## config.mk

```make
export PLATFORM = sky130hd
export DESIGN_NAME = commit_ctrl
export DESIGN_NICKNAME = d
export VERILOG_FILES = /design/src/rtl/commit_pkg.sv /design/src/rtl/commit_sat_ctr.sv /design/src/rtl/commit_slot_chain.sv /design/src/rtl/commit_trap_timer.sv /design/src/rtl/commit_ctrl.sv
export SDC_FILE = /design/constraint.sdc
export NUM_CORES = 1
export LEC_CHECK = 0
export ABC_AREA = 1
export BUFFER_PORTS_ARGS = -buffer_cell sky130_fd_sc_hd__buf_2
export CAP_MARGIN = 30
export CORE_UTILIZATION = 50
export CTS_BUF_LIST = sky130_fd_sc_hd__clkbuf_8
export DETAILED_ROUTE_END_ITERATION = 6
export PLACE_DENSITY = 0.8
export RECOVER_POWER = 100
export SETUP_SLACK_MARGIN = 0.15
export SLEW_MARGIN = 20
export SYNTH_ARGS = -nofsm -noshare
export SYNTH_HDL_FRONTEND = slang
export SYNTH_SLANG_ARGS = --single-unit
```

## constraint.sdc

```tcl
create_clock -name clk -period 7.4 [get_ports clk]
set_input_delay 1.11 -clock clk [delete_from_list [all_inputs] [get_ports clk]]
set_output_delay 1.11 -clock clk [all_outputs]
set_load 0.005 [all_outputs]
```

## src/rtl/commit_pkg.sv

```systemverilog
package commit_pkg;
  typedef struct packed {
    logic vld;
    logic rdy;
    logic sqsh;
    logic exec;
    logic nspec;
    logic load;
    logic fault;
    logic nocnt;
  } slot_flags_t;
endpackage

```

## src/rtl/commit_sat_ctr.sv

```systemverilog
module commit_sat_ctr #(
  parameter int CNTW = 32,
  parameter int IW   = 1
) (
  input  logic            clk,
  input  logic            rst,
  input  logic [IW-1:0]   inc,
  output logic [CNTW-1:0] cnt
);
  logic [CNTW:0] sum;
  assign sum = {1'b0, cnt} + (CNTW+1)'(inc);

  always_ff @(posedge clk) begin
    if (rst) cnt <= '0;
    else     cnt <= sum[CNTW] ? '1 : sum[CNTW-1:0];
  end

  AST_CTR_NO_WRAP: assert property (@(posedge clk) disable iff (rst)
    !$past(rst) |-> cnt >= $past(cnt));
endmodule

```

## src/rtl/commit_slot_chain.sv

```systemverilog
module commit_slot_chain
  import commit_pkg::*;
#(
  parameter int W    = 4,
  parameter int SEQW = 16,
  localparam int CW  = $clog2(W+1)
) (
  input  slot_flags_t      fl  [W],
  input  logic [SEQW-1:0]  seq [W],
  input  logic             stores_pend,
  input  logic             hold,
  output logic [W-1:0]     ret,
  output logic [CW-1:0]    ncom,
  output logic [CW-1:0]    nsq,
  output logic [CW-1:0]    ndone,
  output logic             req_vld,
  output logic             req_unc,
  output logic [SEQW-1:0]  req_seq,
  output logic             trap_go,
  output logic             done_vld,
  output logic [SEQW-1:0]  done_seq
);
  logic go;

  always_comb begin
    go       = !hold;
    ret      = '0;
    ncom     = '0;
    nsq      = '0;
    ndone    = '0;
    req_vld  = 1'b0;
    req_unc  = 1'b0;
    req_seq  = '0;
    trap_go  = 1'b0;
    done_vld = 1'b0;
    done_seq = '0;
    for (int i = 0; i < W; i++) begin
      if (go) begin
        if (!fl[i].vld || !fl[i].rdy) begin
          go = 1'b0;
        end else if (fl[i].sqsh) begin
          ret[i] = 1'b1;
          nsq    = nsq + CW'(1);
        end else if (!fl[i].exec) begin
          if (fl[i].nspec) begin
            if (ncom == '0 && !stores_pend) begin
              req_vld = 1'b1;
              req_seq = seq[i];
            end
          end else if (fl[i].load) begin
            req_vld = 1'b1;
            req_unc = 1'b1;
            req_seq = seq[i];
          end
          go = 1'b0;
        end else if (fl[i].fault) begin
          if (ncom == '0 && !stores_pend) trap_go = 1'b1;
          go = 1'b0;
        end else begin
          ret[i]   = 1'b1;
          ncom     = ncom + CW'(1);
          done_vld = 1'b1;
          done_seq = seq[i];
          if (!fl[i].nocnt) ndone = ndone + CW'(1);
        end
      end
    end
  end
endmodule

```

## src/rtl/commit_trap_timer.sv

```systemverilog
module commit_trap_timer #(
  parameter int LAT = 3,
  localparam int LW = $clog2(LAT+1)
) (
  input  logic clk,
  input  logic rst,
  input  logic trap_go,
  output logic pend,
  output logic squash
);
  logic [LW-1:0] cnt;

  always_ff @(posedge clk) begin
    if (rst) begin
      pend   <= 1'b0;
      squash <= 1'b0;
      cnt    <= '0;
    end else begin
      squash <= 1'b0;
      if (trap_go && !pend) begin
        pend <= 1'b1;
        cnt  <= LW'(LAT);
      end else if (pend) begin
        if (cnt == LW'(1)) begin
          pend   <= 1'b0;
          squash <= 1'b1;
        end else begin
          cnt <= cnt - LW'(1);
        end
      end
    end
  end

  AST_SQUASH_AFTER_PEND: assert property (@(posedge clk) disable iff (rst)
    squash |-> ($past(pend) && !pend));
  AST_SQUASH_SINGLE: assert property (@(posedge clk) disable iff (rst)
    squash |=> !squash);
endmodule

```

## src/rtl/commit_ctrl.sv

```systemverilog
module commit_ctrl
  import commit_pkg::*;
#(
  parameter int WIDTH    = 4,
  parameter int SEQW     = 16,
  parameter int CNTW     = 32,
  parameter int TRAP_LAT = 3,
  localparam int CW      = $clog2(WIDTH+1)
) (
  input  logic                      clk,
  input  logic                      rst,
  input  logic [WIDTH-1:0]          slot_vld_i,
  input  logic [WIDTH-1:0]          slot_rdy_i,
  input  logic [WIDTH-1:0]          slot_sqsh_i,
  input  logic [WIDTH-1:0]          slot_exec_i,
  input  logic [WIDTH-1:0]          slot_nspec_i,
  input  logic [WIDTH-1:0]          slot_load_i,
  input  logic [WIDTH-1:0]          slot_fault_i,
  input  logic [WIDTH-1:0]          slot_nocnt_i,
  input  logic [WIDTH*SEQW-1:0]     slot_seq_i,
  input  logic                      stores_pend_i,
  output logic [WIDTH-1:0]          retire_o,
  output logic [SEQW-1:0]           done_seq_o,
  output logic                      exreq_vld_o,
  output logic                      exreq_unc_o,
  output logic [SEQW-1:0]           exreq_seq_o,
  output logic                      trap_pend_o,
  output logic                      trap_squash_o,
  output logic [CNTW-1:0]           done_cnt_o,
  output logic [CNTW-1:0]           sq_cnt_o,
  output logic [CNTW-1:0]           full_cnt_o,
  output logic [(WIDTH+1)*CNTW-1:0] hist_o
);
  slot_flags_t     fl  [WIDTH];
  logic [SEQW-1:0] seq [WIDTH];

  for (genvar i = 0; i < WIDTH; i++) begin : g_slot
    assign fl[i] = '{vld: slot_vld_i[i], rdy: slot_rdy_i[i], sqsh: slot_sqsh_i[i],
                     exec: slot_exec_i[i], nspec: slot_nspec_i[i], load: slot_load_i[i],
                     fault: slot_fault_i[i], nocnt: slot_nocnt_i[i]};
    assign seq[i] = slot_seq_i[i*SEQW +: SEQW];
  end

  logic [WIDTH-1:0] ret;
  logic [CW-1:0]    ncom, nsq, ndone;
  logic             req_vld, req_unc, trap_go, done_vld;
  logic [SEQW-1:0]  req_seq, done_seq;

  commit_slot_chain #(.W(WIDTH), .SEQW(SEQW)) u_chain (
    .fl(fl), .seq(seq), .stores_pend(stores_pend_i), .hold(trap_pend_o),
    .ret(ret), .ncom(ncom), .nsq(nsq), .ndone(ndone),
    .req_vld(req_vld), .req_unc(req_unc), .req_seq(req_seq),
    .trap_go(trap_go), .done_vld(done_vld), .done_seq(done_seq)
  );

  commit_trap_timer #(.LAT(TRAP_LAT)) u_trap (
    .clk(clk), .rst(rst), .trap_go(trap_go),
    .pend(trap_pend_o), .squash(trap_squash_o)
  );

  always_ff @(posedge clk) begin
    if (rst) begin
      retire_o    <= '0;
      exreq_vld_o <= 1'b0;
      exreq_unc_o <= 1'b0;
      exreq_seq_o <= '0;
      done_seq_o  <= '0;
    end else begin
      retire_o    <= ret;
      exreq_vld_o <= req_vld;
      exreq_unc_o <= req_unc;
      exreq_seq_o <= req_seq;
      if (done_vld) done_seq_o <= done_seq;
    end
  end

  commit_sat_ctr #(.CNTW(CNTW), .IW(CW)) u_done_ctr (
    .clk(clk), .rst(rst), .inc(ndone), .cnt(done_cnt_o));
  commit_sat_ctr #(.CNTW(CNTW), .IW(CW)) u_sq_ctr (
    .clk(clk), .rst(rst), .inc(nsq), .cnt(sq_cnt_o));
  commit_sat_ctr #(.CNTW(CNTW), .IW(1)) u_full_ctr (
    .clk(clk), .rst(rst), .inc(ncom == CW'(WIDTH)), .cnt(full_cnt_o));

  for (genvar n = 0; n <= WIDTH; n++) begin : g_hist
    commit_sat_ctr #(.CNTW(CNTW), .IW(1)) u_bin (
      .clk(clk), .rst(rst), .inc(ncom == CW'(n)), .cnt(hist_o[n*CNTW +: CNTW]));
  end

  AST_RET_CONTIG: assert property (@(posedge clk) disable iff (rst)
    ((retire_o + WIDTH'(1)) & retire_o) == '0);
  AST_NSPEC_NO_STORES: assert property (@(posedge clk) disable iff (rst)
    (exreq_vld_o && !exreq_unc_o) |-> $past(!stores_pend_i));
  AST_TRAP_NO_STORES: assert property (@(posedge clk) disable iff (rst)
    $rose(trap_pend_o) |-> $past(!stores_pend_i));
  AST_HOLD_QUIET: assert property (@(posedge clk) disable iff (rst)
    $past(trap_pend_o) |-> (retire_o == '0 && !exreq_vld_o));
endmodule

```

==> impl_results.md, run 1 <==
- DRC viols: 0
- Worst r2r src: u_trap.pend$_SDFF_PP0_
- Gr ovfl total: 0
- Ports: 395
- Maxcap violations: 4
- EDFF count, synth: 0
- Avg Cell Area, Syn: 6.47 µm²
- Top cell type's share of synthesized area: 0.340
- Syn_nets: 2844
- FP Rows: 68
- Post-Route WL: 57100 µm
- Simple-gate share of the synthesized area: 0.354
- Fmax achieved: 154 MHz
- Crit Reg-Reg Endpoint: u_full_ctr.cnt[19]$_SDFF_PP0_
- GP Congestion: 0.979
- Setup WS pre-CTS: 0.875 ns
- Final worst path period need: 6.49 ns
- Fin Setup TNS: 0 ns
- Slew @ Worst Pin: 3.48 ns
- Die H: 189 µm
- Req. time, crit path: 7.98 ns
- Post-CTS Resized: 0
- Critical path's top delay family: buffers and inverters
- Setup crit start kind: input port
- Core area: 34500 µm²
- Synth area leader: dfxtp_1
- Yosys warnings: 0
- Hold Path Stages: 2
- Mux contribution to synthesized area: 0.000570
- CTS tree: built
- Slowest stage delay, CP: 2.15 ns
- LEAKAGE: 9.96 nW
- Post-Synth Adder-Cell Area: 0.0244
- CP Cell Sequence: clkbuf_1, inv_4, clkbuf_1, clkbuf_1, o21ai_0, inv_1
- First-pass detailed-route iteration total: 6
- Status: finished with violations
- CP Capture Type: flop
- Hold Path Origin: u_trap.cnt[1]$_SDFFE_PP0P_
- Slew Limit Fails: 219
- Fin crit share: 0.876
- Pwr Density: 167 nW/µm²
- Synth top area cells: dfxtp_1 34%, nand2_1 13%, inv_1 9.0%, nor2_1 7.8%, xor2_1 5.0%
- Netlist cell types: 49
- Root buf cell: clkbuf_8
- GRT Resource Usage Total: 0.309
- Vias in the first global route: 17500
- R2R depth: 27
- Ys async rst share: 0
- Most frequent cell after synthesis: nand2_1
- Worst skew pair latency: 0.65 ns
- Setup Crit Path Kind: in -> reg
- Seq/Total Area, Yosys: 0.340
- DR WL/cell: 15.9 µm
- Reg clk slew, reported paths: 0.06 ns
- Slew Limit Headroom: -1.32
- Largest family of logic cells by synthesized area: simple AND/OR/NAND/NOR gates
- Final worst slack: 0.915 ns
- Synthesis-stage register bit count: 298
- Synthesized area: 17600 µm²
- Hold Violations, Final: 0
- Drt initial violations: 1438
- Pin count of the biggest net entering global routing: 99
- Hold crit path type: reg -> reg
- Arr. time, crit path: 7.06 ns
- Clock Tree Buf Depth: 3
- Layout area overhead: 18.6%
- Failing checks: max-capacitance violations, max-slew violations
- CP Buf/Inv Count: 5
- CP Max Fanout: 87
- Xor-xnor portion of the synthesized cell area: 0.0783
- Clk sinks: 298
- Hold Path Sink: u_trap.cnt[1]$_SDFFE_PP0P_
- DRT antenna net count: 0
- CTS HTree Levels: 2
- Most frequent CP cell: clkbuf_1
- Fin Clk Skew: 0.0240 ns
- Syn Inst Count: 2712
- Vias: 18900
- Die Area: 35900 µm²
- Main synth FF type: dfxtp_1
- FF-to-FF setup slack: 1.27 ns
- Synth Area in Compound Gates: 0.0938
- RSZ-0062 raised after global routing: false
- Setup Fix Bufs, Post-CTS: 0
- Number of hold buffers added after CTS: 0
- Most instantiated cells after synthesis: 617 x nand2_1, 420 x inv_1, 363 x nor2_1, 298 x dfxtp_1, 159 x o21ai_0
- Cts bufs inserted: 53
- I/O Buffers: 394
- Share of cells above drive strength 1: 0.117
- DR vias/cell: 5.26
- Setup violators final: 0
- Initial Util: 0.508
- # nets final: 3231
- Placed wire-length estimate: 43200 µm
- Peak supply drop: 133 µV
- CP max-delay cell: clkbuf_1
- Die W: 189 µm
- Initial antenna violation count: 3
- First-pass GRT wire length: 90200 µm
## stage by stage
stage                     hold WS [ns]  total power [mW]  utilization  instances  area, µm²
after detailed placement         0.473              1.76        0.575       3498      19900
after global routing             0.532              3.59        0.603       3598      20800
final                            0.501              3.48        0.603       3598      20800
after CTS                        0.486              3.51        0.610       3595      21100
after global placement           0.452              1.76        0.575       3498      19900
after floorplan                  0.440              1.70            -       2712      17600
## state kept, by name, indices dropped and copies added, names as in the netlist
name / cells
retire_o: 4
g_hist.u_bin.cnt: 160
exreq_seq_o: 16
done_seq_o: 16
u_trap.cnt: 2
u_full_ctr.cnt: 32
exreq_unc_o: 1
u_done_ctr.cnt: 32
exreq_vld_o: 1
u_trap.pend: 1
u_trap.squash: 1
u_sq_ctr.cnt: 32
## cells by family (layout without fill, tap and decap cells)
| logic type | count (synthesis) | after routing |
|---|---|---|
| AOI/OAI and AO/OA | 306 | 306 |
| adders and majority gates | 33 | 33 |
| muxes | 1 | 1 |
| xor gates and xnor gates | 157 | 157 |
| DFF | 298 | 298 |
| buffers and inverters | 500 | 929 |
| other | 0 | 2 |
| and+or+nand+nor | 1417 | 1417 |
## cell usage in the layout, fill, tap and decap left out, types with 3 or more instances in the layout
master	instances
a21oi_1	100
o31a_1	4
or2_2	30
ha_1	31
nor2_1	364
nor3_1	99
clkbuf_8	67
o21ai_1	3
nand2_2	3
clkinvlp_4	5
dfxtp_1	298
nor4_1	48
nand4_1	72
bufinv_16	5
nand2_1	617
and3_1	3
o21ai_0	159
inv_2	6
nor3b_1	3
o31ai_1	20
clkinv_2	10
buf_2	222
inv_1	429
buf_1	3
a31oi_1	10
clkbuf_1	178
nand3b_1	7
nand3_1	151
xnor2_1	57
xor2_1	100
## layout make-up
class | instances | area, µm²
tap | 455 | 569
sequential | 298 | 5970
clock inverter | 30 | 283
clock buffer | 67 | 922
fill | 3479 | 13700
multi-input combinational | 1914 | 9660
antenna | 2 | 5.00
timing repair buffer | 405 | 1810
inverter | 427 | 1610
## routing by layer
layer  part of all wire  global-route usage
met1               0.43               0.400
met5                  0                   0
met3              0.081              0.0715
met4              0.031               0.110
met2               0.46               0.502
## worst min-delay path: stages, from the launching register on
cell	delay, ns
dfxtp_1	0.34
nor2_1	0.05
nor2_1	0.08
## power breakdown
group / switching (mW) / internal [mW] / total (mW)
clock: 0.755 / 0.995 / 1.75
combinational: 0.0787 / 0.0361 / 0.115
sequential: 0.00305 / 1.61 / 1.61
total: 0.837 / 2.64 / 3.48
## how the worst max path moves through the flow
stage / cells after the start / start / end
floorplan: 24 / slot_vld_i[0] / u_done_ctr.cnt[12]$_SDFF_PP0_
global placement: 29 / slot_vld_i[0] / u_full_ctr.cnt[21]$_SDFF_PP0_
detailed placement: 27 / slot_vld_i[0] / u_full_ctr.cnt[19]$_SDFF_PP0_
CTS: 27 / slot_vld_i[0] / u_full_ctr.cnt[19]$_SDFF_PP0_
global route: 6 / rst / g_hist[1].u_bin.cnt[13]$_SDFF_PP0_
finish: 6 / rst / g_hist[0].u_bin.cnt[14]$_SDFF_PP0_
(Power assumes the default switching activity.)
==> inputs of run 2 (changes only) <==
--- a/config.mk
+++ b/config.mk
@@ -5,13 +5,12 @@
 export SDC_FILE = /design/constraint.sdc
 export NUM_CORES = 1
 export LEC_CHECK = 0
-export ABC_AREA = 1
 export BUFFER_PORTS_ARGS = -buffer_cell sky130_fd_sc_hd__buf_2
 export CAP_MARGIN = 30
-export CORE_UTILIZATION = 50
+export CORE_UTILIZATION = 25
 export CTS_BUF_LIST = sky130_fd_sc_hd__clkbuf_8
 export DETAILED_ROUTE_END_ITERATION = 6
-export PLACE_DENSITY = 0.8
+export PLACE_DENSITY = 0.49
 export RECOVER_POWER = 100
 export SETUP_SLACK_MARGIN = 0.15
 export SLEW_MARGIN = 20
==> run 2 against run 1 <==
Effect of this change:
- the run still ends with max-capacitance violations, max-slew violations left
- largest cell class unchanged
- critical endpoint is now g_hist[0].u_bin.cnt[18]$_SDFF_PP0_
- largest power group is now sequential cells
- highest routed layer is now met5
- global-route usage shrank 15 points
- cell area shrank 13%
- sequential share of layout area grew 4.1 points
==> impl_results.md, run 2 <==
- Setup Crit Path Kind: reg -> reg
- Fin Clk Skew: 0.0272 ns (+0.00316 ns)
- Synthesized area: 14600 µm² (-17%)
- Die H: 244 µm (+29%)
- DRT antenna net count: 0 (unchanged)
- Pwr Density: 184 nW/µm² (+9.9%)
- Max reg flops: 160 (unchanged)
- Hold crit path type: reg -> reg
- Setup violators final: 0 (unchanged)
- Most frequent cell after synthesis: dfxtp_1
- CP Max Fanout: 22 (-75%)
- Commonest non-fill, non-tap cell in the layout: dfxtp_1
- FP Rows: 88 (+29%)
- Arr. time, crit path: 7.03 ns (-0.03 ns)
- Slew Limit Headroom: -0.0525 (+1.27)
- Hold Violations, Final: 0 (unchanged)
- Wire length on met1: 22100 µm (-10%)
- Placed wire-length estimate: 35600 µm (-17%)
- Worst r2r src: u_trap.pend$_SDFF_PP0_
- CTS HTree Levels: 2 (unchanged)
- Syn_nets: 1815 (-36%)
- Crit Reg-Reg Endpoint: g_hist[0].u_bin.cnt[18]$_SDFF_PP0_
- Worst skew pair latency: 0.63 ns (-0.02 ns)
- CTS tree: built
- Avg Cell Area, Syn: 8.68 µm² (+34%)
- CP Cell Sequence: clkbuf_1, nand3b_4, a21oi_1, o211a_2, ha_1, mux2i_1, nor2_1, ha_1, nor2_1, nor4b_1, mux2i_1, o221ai_1, and3b_1, ha_1, ha_1, nand2_1, nor4_1, clkbuf_1, nor2b_1, nand4_1, clkbuf_2, a21oi_1
- Gr ovfl total: 0 (unchanged)
- Cts bufs inserted: 56 (+5.7%)
- Drt initial violations: 664 (-54%)
- Peak supply drop: 102 µV (-23%)
- Final Util: 0.315 (-0.287)
- Most frequent CP cell: ha_1
- Netlist cell types: 75 (+53%)
- EDFF count, synth: 0 (unchanged)
- Ys async rst share: 0 (unchanged)
- Post-Route WL: 49300 µm (-14%)
- Die W: 244 µm (+29%)
- DR WL/cell: 17.1 µm (+7.7%)
- Core area: 57700 µm² (+67%)
- DRC viols: 0 (unchanged)
- Syn Inst Count: 1683 (-38%)
- Status: finished with violations
- R2R depth: 22 (-19%)
- Top layer reached by signal wires: met5
- GRT Resource Usage Total: 0.158 (-0.151)
- Fmax achieved: 154 MHz (about the same)
- Root buf cell: clkbuf_8
- Post-CTS Resized: 0 (unchanged)
- Clock Tree Buf Depth: 3 (unchanged)
- Placed cells: 2781 (-20%)
- Number of hold buffers added after CTS: 0 (unchanged)
- Reg clk slew, reported paths: 0.06 ns (about the same)
- Synth area leader: dfxtp_1
- Req. time, crit path: 7.94 ns (-0.04 ns)
- DR vias/cell: 4.88 (-7.1%)
- Share of cells above drive strength 1: 0.149 (+0.0318)
- Seq/Total Area, Yosys: 0.408 (+0.0684)
- Met2 routed WL: 22700 µm (-13%)
- LEAKAGE: 6.71 nW (-33%)
- Vias: 14100 (-25%)
- Worst setup path start: u_trap.pend$_SDFF_PP0_
- Most instantiated cells after synthesis: 298 x dfxtp_1, 268 x a21oi_1, 140 x xor2_1, 116 x nor2_1, 112 x nand2_1
- Vias in the first global route: 13500 (-23%)
- RSZ-0062 raised after global routing: false
- Main synth FF type: dfxtp_1
- Slew Limit Fails: 9 (-96%)
- I/O Buffers: 394 (unchanged)
- Final worst path period need: 6.49 ns (+0.000544 ns)
- Top cell type's share of synthesized area: 0.408 (+0.0684)
- CP endpoint: g_hist[0].u_bin.cnt[18]$_SDFF_PP0_
- Initial antenna violation count: 8 (+5)
- Clk sinks: 298 (unchanged)
- Yosys warnings: 0 (unchanged)
- FF-to-FF setup slack: 0.91 ns (-0.36 ns)
- Synthesis-stage register bit count: 298 (unchanged)
- CP Capture Type: flop
- # nets final: 2209 (-32%)
- Most frequent cells in the layout: 298 x dfxtp_1, 269 x a21oi_1, 202 x clkbuf_1, 200 x buf_2, 140 x xor2_1
- WL met3: 3170 µm (-32%)
- Initial Util: 0.253 (-0.255)
- Ports: 395 (unchanged)
- First-pass GRT wire length: 76100 µm (-16%)
- Most flop-heavy register: g_hist.u_bin.cnt
- Pin count of the biggest net entering global routing: 126 (+27%)
- Synth top area cells: dfxtp_1 41%, a21oi_1 9.2%, xor2_1 8.4%, xnor2_1 4.1%, nand3_1 3.4%
- Fin crit share: 0.876 (about the same)
- Setup crit start kind: flop
- CP max-delay cell: a21oi_1
- First-pass detailed-route iteration total: 4 (-2)
- Layout area overhead: 24.5%
- GP Congestion: 0.837 (-14%)
- Final std cells w/o fill: 2885 (-20%)
- Maxcap violations: 1 (-3)
- Setup Fix Bufs, Post-CTS: 0 (unchanged)
- Die Area: 59400 µm² (+66%)
- Fin Setup TNS: 0 ns (unchanged)
- Slowest stage delay, CP: 0.54 ns (-1.61 ns)
- Failing checks: max-capacitance violations, max-slew violations
- Slew @ Worst Pin: 1.56 ns (-1.91 ns)
[run 2: cell type report]
| class | instances | area [µm²] |
|---|---|---|
| clock inverter | 29 | 173 |
| antenna | 5 | 12.5 |
| multi-input combinational | 1257 | 8100 |
| timing repair buffer | 418 | 1880 |
| sequential | 298 | 5970 |
| fill | 6313 | 39500 |
| tap | 765 | 957 |
| inverter | 46 | 173 |
| clock buffer | 67 | 922 |
[run 2: worst max-delay path, delay by kind of cell, from the launching register on]
kind                       cells  cell delay, ns
buffers and inverters          3            0.96
AOI/OAI and AO/OA              4            1.35
DFF                            1            0.36
muxes                          2            0.35
adders and majority gates      4            0.97
and+or+nand+nor                9            2.38
[run 2: cell families after synthesis]
kind of cell | share of synthesized area
AND/OR/NAND/NOR | 0.222
XOR/XNOR | 0.126
multiplexers | 0.00993
buffers and inverters | 0.0358
adder cells (fa/ha/maj) | 0.0293
AO/OA/AOI/OAI | 0.169
flip-flops | 0.408
[run 2: worst min path at each step]
| stage | end | slack [ns] | cells past startpoint | startpoint |
|---|---|---|---|---|
| 2_1_floorplan | g_hist[0].u_bin.cnt[30]$_SDFF_PP0_ | 0.48 | 2 | g_hist[0].u_bin.cnt[30]$_SDFF_PP0_ |
| 3_3_place_gp | g_hist[0].u_bin.cnt[30]$_SDFF_PP0_ | 0.49 | 2 | g_hist[0].u_bin.cnt[30]$_SDFF_PP0_ |
| 3_5_place_dp | g_hist[3].u_bin.cnt[31]$_SDFF_PP0_ | 0.50 | 1 | g_hist[3].u_bin.cnt[31]$_SDFF_PP0_ |
| 4_1_cts | g_hist[3].u_bin.cnt[31]$_SDFF_PP0_ | 0.51 | 1 | g_hist[3].u_bin.cnt[31]$_SDFF_PP0_ |
| 5_1_grt | g_hist[0].u_bin.cnt[30]$_SDFF_PP0_ | 0.53 | 2 | g_hist[0].u_bin.cnt[30]$_SDFF_PP0_ |
| 6_report | g_hist[0].u_bin.cnt[30]$_SDFF_PP0_ | 0.51 | 2 | g_hist[0].u_bin.cnt[30]$_SDFF_PP0_ |
[run 2: metal layers]
layer,track usage,vias up
met1,0.203,6752
met3,0.0413,93
met5,0,-
li1,-,6864
met2,0.255,372
met4,0.0539,8
[run 2: through the flow]
stage | hold slack, ns | setup WS [ns] | total power [mW] | cell area, µm²
6_report | 0.507 | 0.914 | 3.34 | 18200
5_1_grt | 0.534 | 0.393 | 3.50 | 18200
4_1_cts | 0.506 | 1.34 | 3.42 | 18500
3_5_place_dp | 0.498 | 0.639 | 1.77 | 17400
3_3_place_gp | 0.485 | 0.786 | 1.77 | 17400
2_1_floorplan | 0.480 | 2.01 | 1.70 | 14600
[run 2: report_power, final]
part	leakage [nW]	switching, mW	internal, mW
Combinational	3.67	0.0797	0.0386
Clock	0.639	0.730	0.879
Sequential	2.40	0.00327	1.61
